`config.mk`:
```
export PLATFORM = sky130hd
export DESIGN_NAME = adc_conv_seq
export DESIGN_NICKNAME = d
export VERILOG_FILES = /design/src/rtl/adc_conv_seq_pkg.sv /design/src/rtl/adc_conv_seq_regs.sv /design/src/rtl/adc_conv_seq_clkdiv.sv /design/src/rtl/adc_conv_seq_fsm.sv /design/src/rtl/adc_conv_seq_bufs.sv /design/src/rtl/adc_conv_seq.sv
export SDC_FILE = /design/constraint.sdc
export NUM_CORES = 1
export LEC_CHECK = 0
export ABC_AREA = 0
export BUFFER_PORTS_ARGS = -buffer_cell sky130_fd_sc_hd__buf_2
export CORE_ASPECT_RATIO = 1.2
export CORE_MARGIN = 3
export CORE_UTILIZATION = 38
export DETAILED_ROUTE_END_ITERATION = 8
export PLACE_DENSITY_LB_ADDON = 0.1
export SLEW_MARGIN = 5
export SYNTH_ARGS = -nofsm -noshare
export SYNTH_HDL_FRONTEND = slang
export SYNTH_SLANG_ARGS = --single-unit
```
`constraint.sdc`:
```
create_clock -name clk -period 4.8 [get_ports clk]
set_input_delay 0.96 -clock clk [delete_from_list [all_inputs] [get_ports clk]]
set_output_delay 0.96 -clock clk [all_outputs]
set_load 0.1 [all_outputs]
```
`src/rtl/adc_conv_seq_pkg.sv`:
```
package adc_conv_seq_pkg;

  typedef enum logic [1:0] {
    SQ_IDLE   = 2'd0,
    SQ_SETTLE = 2'd1,
    SQ_CONV   = 2'd2
  } seq_state_e;

  // Raise a divider value to the smallest legal factor.
  function automatic int clamp_div(input int raw, input int lo);
    clamp_div = (raw < lo) ? lo : raw;
  endfunction

  // Next eligible channel after "last", circularly; -1 when none.
  function automatic int rr_pick(input logic [7:0] elig, input int last, input int n);
    int idx;
    rr_pick = -1;
    for (int k = n; k >= 1; k--) begin
      idx = (last + k) % n;
      if (elig[idx]) rr_pick = idx;
    end
  endfunction

  // Settling length in system clocks.
  function automatic int settle_cycles(input int dly, input int div);
    settle_cycles = dly * div + 1;
  endfunction

endpackage

```
`src/rtl/adc_conv_seq_regs.sv`:
```
module adc_conv_seq_regs
  import adc_conv_seq_pkg::*;
#(
  parameter int NCH     = 3,
  parameter int DIV_W   = 6,
  parameter int DIV_MIN = 4,
  parameter int DLY_W   = 8,
  parameter int SEL_W   = 5,
  parameter int RES_W   = 10,
  parameter int AW      = 4,
  parameter int DW      = 16,
  localparam int IDX_W  = (NCH > 1) ? $clog2(NCH) : 1
) (
  input  logic                       clk,
  input  logic                       rst_n,
  input  logic                       we,
  input  logic [AW-1:0]              addr,
  input  logic [DW-1:0]              wdata,
  input  logic                       cap_fire,
  input  logic [IDX_W-1:0]           cap_idx,
  input  logic [NCH-1:0][RES_W-1:0]  bufs,
  output logic                       run_q,
  output logic [NCH-1:0]             chen_q,
  output logic [NCH-1:0]             ie_q,
  output logic [NCH-1:0]             evt_q,
  output logic [DIV_W-1:0]           div_q,
  output logic [DLY_W-1:0]           dly_q,
  output logic [NCH-1:0][SEL_W-1:0]  sel_q,
  output logic [DW-1:0]              rdata
);

  localparam logic [AW-1:0] A_CTL = AW'(0);
  localparam logic [AW-1:0] A_DIV = AW'(1);
  localparam logic [AW-1:0] A_DLY = AW'(2);
  localparam logic [AW-1:0] A_EVT = AW'(3);
  localparam int            A_SEL = 4;
  localparam int            A_BUF = 8;

  logic [NCH-1:0] evt_set;
  logic [NCH-1:0] evt_clr;
  logic           wdata_unused;

  assign wdata_unused = ^wdata[DW-1:2*NCH+1];
  assign evt_set = cap_fire ? (NCH'(1) << cap_idx) : '0;
  assign evt_clr = (we && addr == A_EVT) ? wdata[NCH-1:0] : '0;

  always_ff @(posedge clk) begin
    if (!rst_n) begin
      run_q  <= 1'b0;
      chen_q <= '0;
      ie_q   <= '0;
      evt_q  <= '0;
      div_q  <= '1;
      dly_q  <= '1;
      for (int i = 0; i < NCH; i++) sel_q[i] <= '1;
    end else begin
      if (we && addr == A_CTL) begin
        run_q  <= wdata[0];
        chen_q <= wdata[NCH:1];
        ie_q   <= wdata[2*NCH:NCH+1];
      end
      if (we && addr == A_DIV && !run_q)
        div_q <= DIV_W'(clamp_div(int'(wdata[DIV_W-1:0]), DIV_MIN));
      if (we && addr == A_DLY)
        dly_q <= wdata[DLY_W-1:0];
      for (int i = 0; i < NCH; i++)
        if (we && addr == AW'(A_SEL + i)) sel_q[i] <= wdata[SEL_W-1:0];
      evt_q <= (evt_q & ~evt_clr) | evt_set;
    end
  end

  always_comb begin
    rdata = '0;
    if (addr == A_CTL) rdata = DW'({ie_q, chen_q, run_q});
    if (addr == A_DIV) rdata = DW'(div_q);
    if (addr == A_DLY) rdata = DW'(dly_q);
    if (addr == A_EVT) rdata = DW'(evt_q);
    for (int i = 0; i < NCH; i++) begin
      if (addr == AW'(A_SEL + i)) rdata = DW'(sel_q[i]);
      if (addr == AW'(A_BUF + i)) rdata = DW'(bufs[i]);
    end
  end

endmodule

```
`src/rtl/adc_conv_seq_clkdiv.sv`:
```
module adc_conv_seq_clkdiv #(
  parameter int DIV_W = 6
) (
  input  logic             clk,
  input  logic             rst_n,
  input  logic             clr,
  input  logic [DIV_W-1:0] div,
  output logic             tick
);

  logic [DIV_W-1:0] cnt_q;

  assign tick = !clr && (cnt_q == div - 1'b1);

  always_ff @(posedge clk) begin
    if (!rst_n || clr) cnt_q <= '0;
    else if (tick)     cnt_q <= '0;
    else               cnt_q <= cnt_q + 1'b1;
  end

endmodule

```
`src/rtl/adc_conv_seq_fsm.sv`:
```
module adc_conv_seq_fsm
  import adc_conv_seq_pkg::*;
#(
  parameter int NCH    = 3,
  parameter int DLY_W  = 8,
  parameter int SEL_W  = 5,
  localparam int IDX_W = (NCH > 1) ? $clog2(NCH) : 1
) (
  input  logic                      clk,
  input  logic                      rst_n,
  input  logic                      run,
  input  logic [NCH-1:0]            elig,
  input  logic [NCH-1:0][SEL_W-1:0] sel,
  input  logic [DLY_W-1:0]          dly,
  input  logic                      tick,
  input  logic                      conv_done,
  output logic                      div_clr,
  output logic                      conv_start,
  output logic [SEL_W-1:0]          adc_sel,
  output logic                      conv_busy,
  output logic                      settle_done,
  output logic                      cap_fire,
  output logic [IDX_W-1:0]          cap_idx
);

  seq_state_e       state_q;
  logic [IDX_W-1:0] cur_q;
  logic [IDX_W-1:0] last_q;
  logic [DLY_W-1:0] dcnt_q;
  logic [7:0]       elig8;
  int               pick;
  logic [IDX_W-1:0] pick_idx;

  always_comb begin
    elig8 = '0;
    elig8[NCH-1:0] = elig;
    pick = rr_pick(elig8, int'(last_q), NCH);
  end

  assign pick_idx    = pick[IDX_W-1:0];
  assign settle_done = run && state_q == SQ_SETTLE && dcnt_q >= dly;
  assign cap_fire    = run && state_q == SQ_CONV && conv_done;
  assign cap_idx     = cur_q;
  assign conv_busy   = run && state_q == SQ_CONV;
  assign div_clr     = !(run && state_q == SQ_SETTLE);

  always_ff @(posedge clk) begin
    if (!rst_n) begin
      state_q    <= SQ_IDLE;
      cur_q      <= '0;
      last_q     <= IDX_W'(NCH - 1);
      dcnt_q     <= '0;
      conv_start <= 1'b0;
      adc_sel    <= '1;
    end else begin
      conv_start <= 1'b0;
      if (!run) begin
        state_q <= SQ_IDLE;
        last_q  <= IDX_W'(NCH - 1);
        dcnt_q  <= '0;
        adc_sel <= '1;
      end else begin
        case (state_q)
          SQ_IDLE: begin
            if (pick >= 0) begin
              cur_q   <= pick_idx;
              adc_sel <= sel[pick_idx];
              dcnt_q  <= '0;
              state_q <= SQ_SETTLE;
            end
          end
          SQ_SETTLE: begin
            if (settle_done) begin
              conv_start <= 1'b1;
              state_q    <= SQ_CONV;
            end else if (tick) begin
              dcnt_q <= dcnt_q + 1'b1;
            end
          end
          SQ_CONV: begin
            if (conv_done) begin
              last_q  <= cur_q;
              adc_sel <= '1;
              state_q <= SQ_IDLE;
            end
          end
          default: state_q <= SQ_IDLE;
        endcase
      end
    end
  end

endmodule

```
`src/rtl/adc_conv_seq_bufs.sv`:
```
module adc_conv_seq_bufs #(
  parameter int NCH    = 3,
  parameter int CONV_W = 8,
  parameter int RES_W  = 10,
  localparam int IDX_W = (NCH > 1) ? $clog2(NCH) : 1,
  localparam int PAD_W = RES_W - CONV_W
) (
  input  logic                      clk,
  input  logic                      cap_fire,
  input  logic [IDX_W-1:0]          cap_idx,
  input  logic [CONV_W-1:0]         conv_result,
  output logic [NCH-1:0][RES_W-1:0] bufs
);

  // No reset: contents survive reset and are undefined before first use.
  for (genvar g = 0; g < NCH; g++) begin : g_buf
    always_ff @(posedge clk) begin
      if (cap_fire && cap_idx == IDX_W'(g))
        bufs[g] <= {conv_result, {PAD_W{1'b0}}};
    end
  end

endmodule

```
`src/rtl/adc_conv_seq.sv`:
```
module adc_conv_seq #(
  parameter int NCH     = 3,
  parameter int DIV_W   = 6,
  parameter int DIV_MIN = 4,
  parameter int DLY_W   = 8,
  parameter int SEL_W   = 5,
  parameter int CONV_W  = 8,
  parameter int RES_W   = 10,
  parameter int AW      = 4,
  parameter int DW      = 16
) (
  input  logic              clk,
  input  logic              rst_n,
  input  logic              bus_we,
  input  logic [AW-1:0]     bus_addr,
  input  logic [DW-1:0]     bus_wdata,
  output logic [DW-1:0]     bus_rdata,
  output logic [SEL_W-1:0]  adc_sel,
  output logic              conv_start,
  input  logic              conv_done,
  input  logic [CONV_W-1:0] conv_result,
  output logic              irq
);

  localparam int IDX_W = (NCH > 1) ? $clog2(NCH) : 1;

  logic                      run_q;
  logic [NCH-1:0]            chen_q;
  logic [NCH-1:0]            ie_q;
  logic [NCH-1:0]            evt_q;
  logic [DIV_W-1:0]          div_q;
  logic [DLY_W-1:0]          dly_q;
  logic [NCH-1:0][SEL_W-1:0] sel_q;
  logic [NCH-1:0][RES_W-1:0] bufs;
  logic [NCH-1:0]            elig;
  logic                      tick;
  logic                      div_clr;
  logic                      conv_busy;
  logic                      settle_done;
  logic                      cap_fire;
  logic [IDX_W-1:0]          cap_idx;

  for (genvar g = 0; g < NCH; g++) begin : g_elig
    assign elig[g] = chen_q[g] && (sel_q[g] != '1);
  end

  assign irq = |(evt_q & ie_q);

  adc_conv_seq_regs #(
    .NCH(NCH), .DIV_W(DIV_W), .DIV_MIN(DIV_MIN), .DLY_W(DLY_W),
    .SEL_W(SEL_W), .RES_W(RES_W), .AW(AW), .DW(DW)
  ) u_regs (
    .clk(clk), .rst_n(rst_n), .we(bus_we), .addr(bus_addr), .wdata(bus_wdata),
    .cap_fire(cap_fire), .cap_idx(cap_idx), .bufs(bufs),
    .run_q(run_q), .chen_q(chen_q), .ie_q(ie_q), .evt_q(evt_q),
    .div_q(div_q), .dly_q(dly_q), .sel_q(sel_q), .rdata(bus_rdata)
  );

  adc_conv_seq_clkdiv #(.DIV_W(DIV_W)) u_div (
    .clk(clk), .rst_n(rst_n), .clr(div_clr), .div(div_q), .tick(tick)
  );

  adc_conv_seq_fsm #(.NCH(NCH), .DLY_W(DLY_W), .SEL_W(SEL_W)) u_fsm (
    .clk(clk), .rst_n(rst_n), .run(run_q), .elig(elig), .sel(sel_q),
    .dly(dly_q), .tick(tick), .conv_done(conv_done), .div_clr(div_clr),
    .conv_start(conv_start), .adc_sel(adc_sel), .conv_busy(conv_busy),
    .settle_done(settle_done), .cap_fire(cap_fire), .cap_idx(cap_idx)
  );

  adc_conv_seq_bufs #(.NCH(NCH), .CONV_W(CONV_W), .RES_W(RES_W)) u_bufs (
    .clk(clk), .cap_fire(cap_fire), .cap_idx(cap_idx),
    .conv_result(conv_result), .bufs(bufs)
  );

endmodule

```
==> metrics <==
Area Growth Syn to Fin 13.1%; Max-slew headroom 25.0%; critical path startpoint category primary input; pwr/cell area 307 nW/um^2; DRC 0; Post-CTS Setup Repair Bufs 0; GRT Util Overall 18.5%; largest net degree at the start of global routing 44; Switching Share 24.5%; DIE WIDTH 109 microns; ys async rst share 0%; CP Max Fanout 24; share of the synthesized area in the top cell type 26.8%; nets 609; Flop pwr share 46.3%; crit path capture type output port; CTS Buffer Depth 2; Hold Crit Depth 1; Die Y 130 microns; status completed; hold path endpoint u_fsm.adc_sel[1]$_SDFFE_PN1P_; layout cell share with drive strength beyond 1 13.7%; 1st-iter DRT viols 271; Peak VDD IR 184 uV; fin crit period 3.92 ns; final worst path period share 81.6%; I/O pin cnt 55; Routed WL 12600 microns; Synth Register Bits 89; Worst EP required 3.84 ns; CTS buffer count 9; Placeable Area 12300 sq um; internal reg-to-reg setup slack 1.68 ns; Worst Path Buf+Inv 3; number of synthesized flops with an enable pin 24; Max Freq 0.255 GHz; Avg Cell Area, Syn 9.22 sq um; clock skew 0.00701 ns; main flop type after synthesis dfxtp_1; FF-to-FF path depth 9; Crit path depth 8; via/cell ratio 5.50; Ys Warns 0; die area 14200 sq um; Detail Placement HPWL 9100 microns; # H-tree levels 3; Crit path max-delay family buffers and inverters; n_diodes 0; clk sinks 89; maxcap violations 0; r2r endpoint u_fsm.adc_sel[3]$_SDFFE_PN1P_; max-slew violations 0; final instance area 5480 sq um; Worst EP arrival 2.96 ns; WL per Instance 17.4 microns; number of global-route vias before repair 3767; RSZ-0062 raised after global routing false; part of the power in the clock network 43.3%; Min-Delay Path Class flip-flop to flip-flop; initial antenna violation count 0; Synth cell types 63; fill count 1208; Final setup viols 0; crit path kind primary input to output port; reg-to-reg startpoint u_fsm.last_q[0]$_SDFFE_PN0P_; sw power 0.413 mW; Synth Cell Area 4850 sq um; Final Hold Vio Count 0; Cells after Synth 526; Area contributors post-synth dfxtp_1 (27%), edfxtp_1 (15%), mux2i_1 (7.6%), ha_1 (5.2%), nand2_1 (4.5%); most frequent CP cell buf_2; Starting Density 39.5%; Worst Max-Slew Pin Slew 1.12 ns; Port-buffer cells 40; Lkg Pwr 2.14 nW; Placement Setup Slack 0.883 ns; Comb pwr share 10.4%; multi-input logic area 2580 sq um; placed cell area 5180 sq um; setup_tns 0 ns; Root Driver clkbuf_16; row cnt 44; Final ANT Viol Nets 0; placer congestion estimate 0.841; CTS-repair resized insts 0; first-pass GRT wire length 20100 microns; WHS 0.472 ns; CP max stage cell buf_2; Vias 3977; TritonCTS clock tree built; hold buffer count at CTS 0; Clock transition at path regs 0.06 ns; Detailed Routing Iterations Pass 1 4; total grt overflow 0; setup ws final 0.885 ns; worst hold path startpoint u_fsm.adc_sel[1]$_SDFFE_PN1P_; area leader, netlist dfxtp_1; later-pin clock latency in the skew report 0.33 ns; CP cell instances buf_2 > nor2b_1 > buf_4 > a21oi_1 > nor2_1 > a31oi_1 > o21ai_1 > buf_2; Power Total 1.68 mW; Worst path max stage delay 0.45 ns; Register Area 2020 sq um; post-synthesis sequential area ratio 41.7%; cell internal pwr 1.27 mW
[stage by stage]
step           instances  util (%)
6_report             723      44.7
5_1_grt              723      44.7
4_1_cts              723      44.7
3_5_place_dp         707      42.2
3_3_place_gp         707      42.2
2_1_floorplan        531         -
[cells by family after synthesis]
kind of cell	count (synthesis)	share of synthesized area, %
buffers and inverters	62	5.62
other	1	0.0773
xor gates and xnor gates	9	1.63
DFF	89	41.7
muxes	40	9.03
adders and majority gates	20	5.16
and+or+nand+nor	191	19.8
AOI/OAI and AO/OA	114	17.0
[layout by cell type, fill, tap and decap left out, types with 3 or more instances in the layout]
| cell type | n |
|---|---|
| a211oi_1 | 8 |
| a21boi_0 | 7 |
| a21oi_1 | 28 |
| a221oi_1 | 3 |
| a22oi_1 | 5 |
| a31oi_1 | 8 |
| and3_1 | 8 |
| buf_2 | 40 |
| buf_4 | 10 |
| clkbuf_1 | 3 |
| clkbuf_16 | 9 |
| conb_1 | 6 |
| dfxtp_1 | 65 |
| edfxtp_1 | 24 |
| ha_1 | 20 |
| inv_1 | 27 |
| mux2i_1 | 37 |
| mux4_2 | 3 |
| nand2_1 | 58 |
| nand2b_1 | 7 |
| nand3_1 | 25 |
| nand4_1 | 8 |
| nor2_1 | 39 |
| nor2b_1 | 12 |
| nor3_1 | 5 |
| nor3b_1 | 4 |
| o211ai_1 | 11 |
| o21ai_0 | 8 |
| o31ai_1 | 7 |
| o32a_1 | 5 |
| or4_1 | 7 |
| xnor2_1 | 4 |
| xor2_1 | 5 |
[routing by layer]
metal / GRT usage, % / part of all wire [%] / wire length, microns / vias up
li1: - / - / - / 1971
met1: 25.2 / 45 / 5720 / 1904
met2: 29.9 / 49 / 6140 / 85
met3: 2.42 / 3.9 / 489 / 17
met4: 6.69 / 2.0 / 255 / 0
met5: 0 / 0 / 0 / -
[final cells by class]
cell class | instances | share of cell area (%)
Clock inverter | 4 | 1.25
Inverter | 27 | 1.85
Clock buffer | 12 | 4.31
Timing Repair Buffer | 50 | 5.02
Multi-Input combinational cell | 380 | 47.0
Sequential cell | 89 | 36.9
Tap cell | 161 | 3.67
[registers in the layout (all words and copies together), names as in the netlist]
| signal | cells |
|---|---|
| u_regs.run_q | 1 |
| u_regs.dly_q | 8 |
| u_fsm.conv_start | 1 |
| u_fsm.dcnt_q | 8 |
| u_regs.evt_q | 3 |
| u_regs.chen_q | 3 |
| u_fsm.last_q | 2 |
| u_fsm.cap_idx | 2 |
| u_fsm.state_q | 2 |
| u_fsm.adc_sel | 5 |
| u_regs.ie_q | 3 |
| u_regs.sel_q | 15 |
| u_bufs.bufs | 24 |
| u_div.cnt_q | 6 |
| u_regs.div_q | 6 |
[power groups by stage]
stage	Sequential (mW)	Combinational (mW)	Clock, mW
after floorplan	0.794	0.136	0
after global routing	0.780	0.187	0.777
final	0.780	0.174	0.730
after global placement	0.797	0.174	0
after detailed placement	0.797	0.175	0
after CTS	0.780	0.175	0.745
[worst max-delay path by stage]
| stage | startpoint | end | slack (ns) |
|---|---|---|---|
| final | bus_addr[0] | bus_rdata[4] | 0.88 |
| after global placement | bus_addr[0] | bus_rdata[3] | 0.85 |
| after global routing | bus_addr[0] | bus_rdata[3] | 0.68 |
| after floorplan | bus_addr[2] | bus_rdata[2] | 0.26 |
| after CTS | bus_addr[0] | bus_rdata[4] | 0.87 |
| after detailed placement | bus_addr[0] | bus_rdata[4] | 0.88 |
[worst register-to-register path, stage by stage (launching register included)]
cell and delay (ns):
dfxtp_1 0.41, inv_1 0.13, ha_1 0.31, nand2b_1 0.18
a21oi_1 0.18, o211ai_1 0.22, nor3b_1 0.20, o31ai_1 0.89
nor2_1 0.12, o32a_1 0.38
[synthesized netlist by cell type, drive strengths merged, types with 8 or more instances]
cell,instances
dfxtp,65
nor2,40
ha,20
a21oi,28
a31oi,8
nand2,59
o21ai,10
edfxtp,24
inv,27
nor2b,12
nand4,8
and3,8
nand3,25
a211oi,10
clkbuf,22
buf,13
o211ai,11
mux2i,37
No activity file was read; power rests on OpenSTA's default activity.
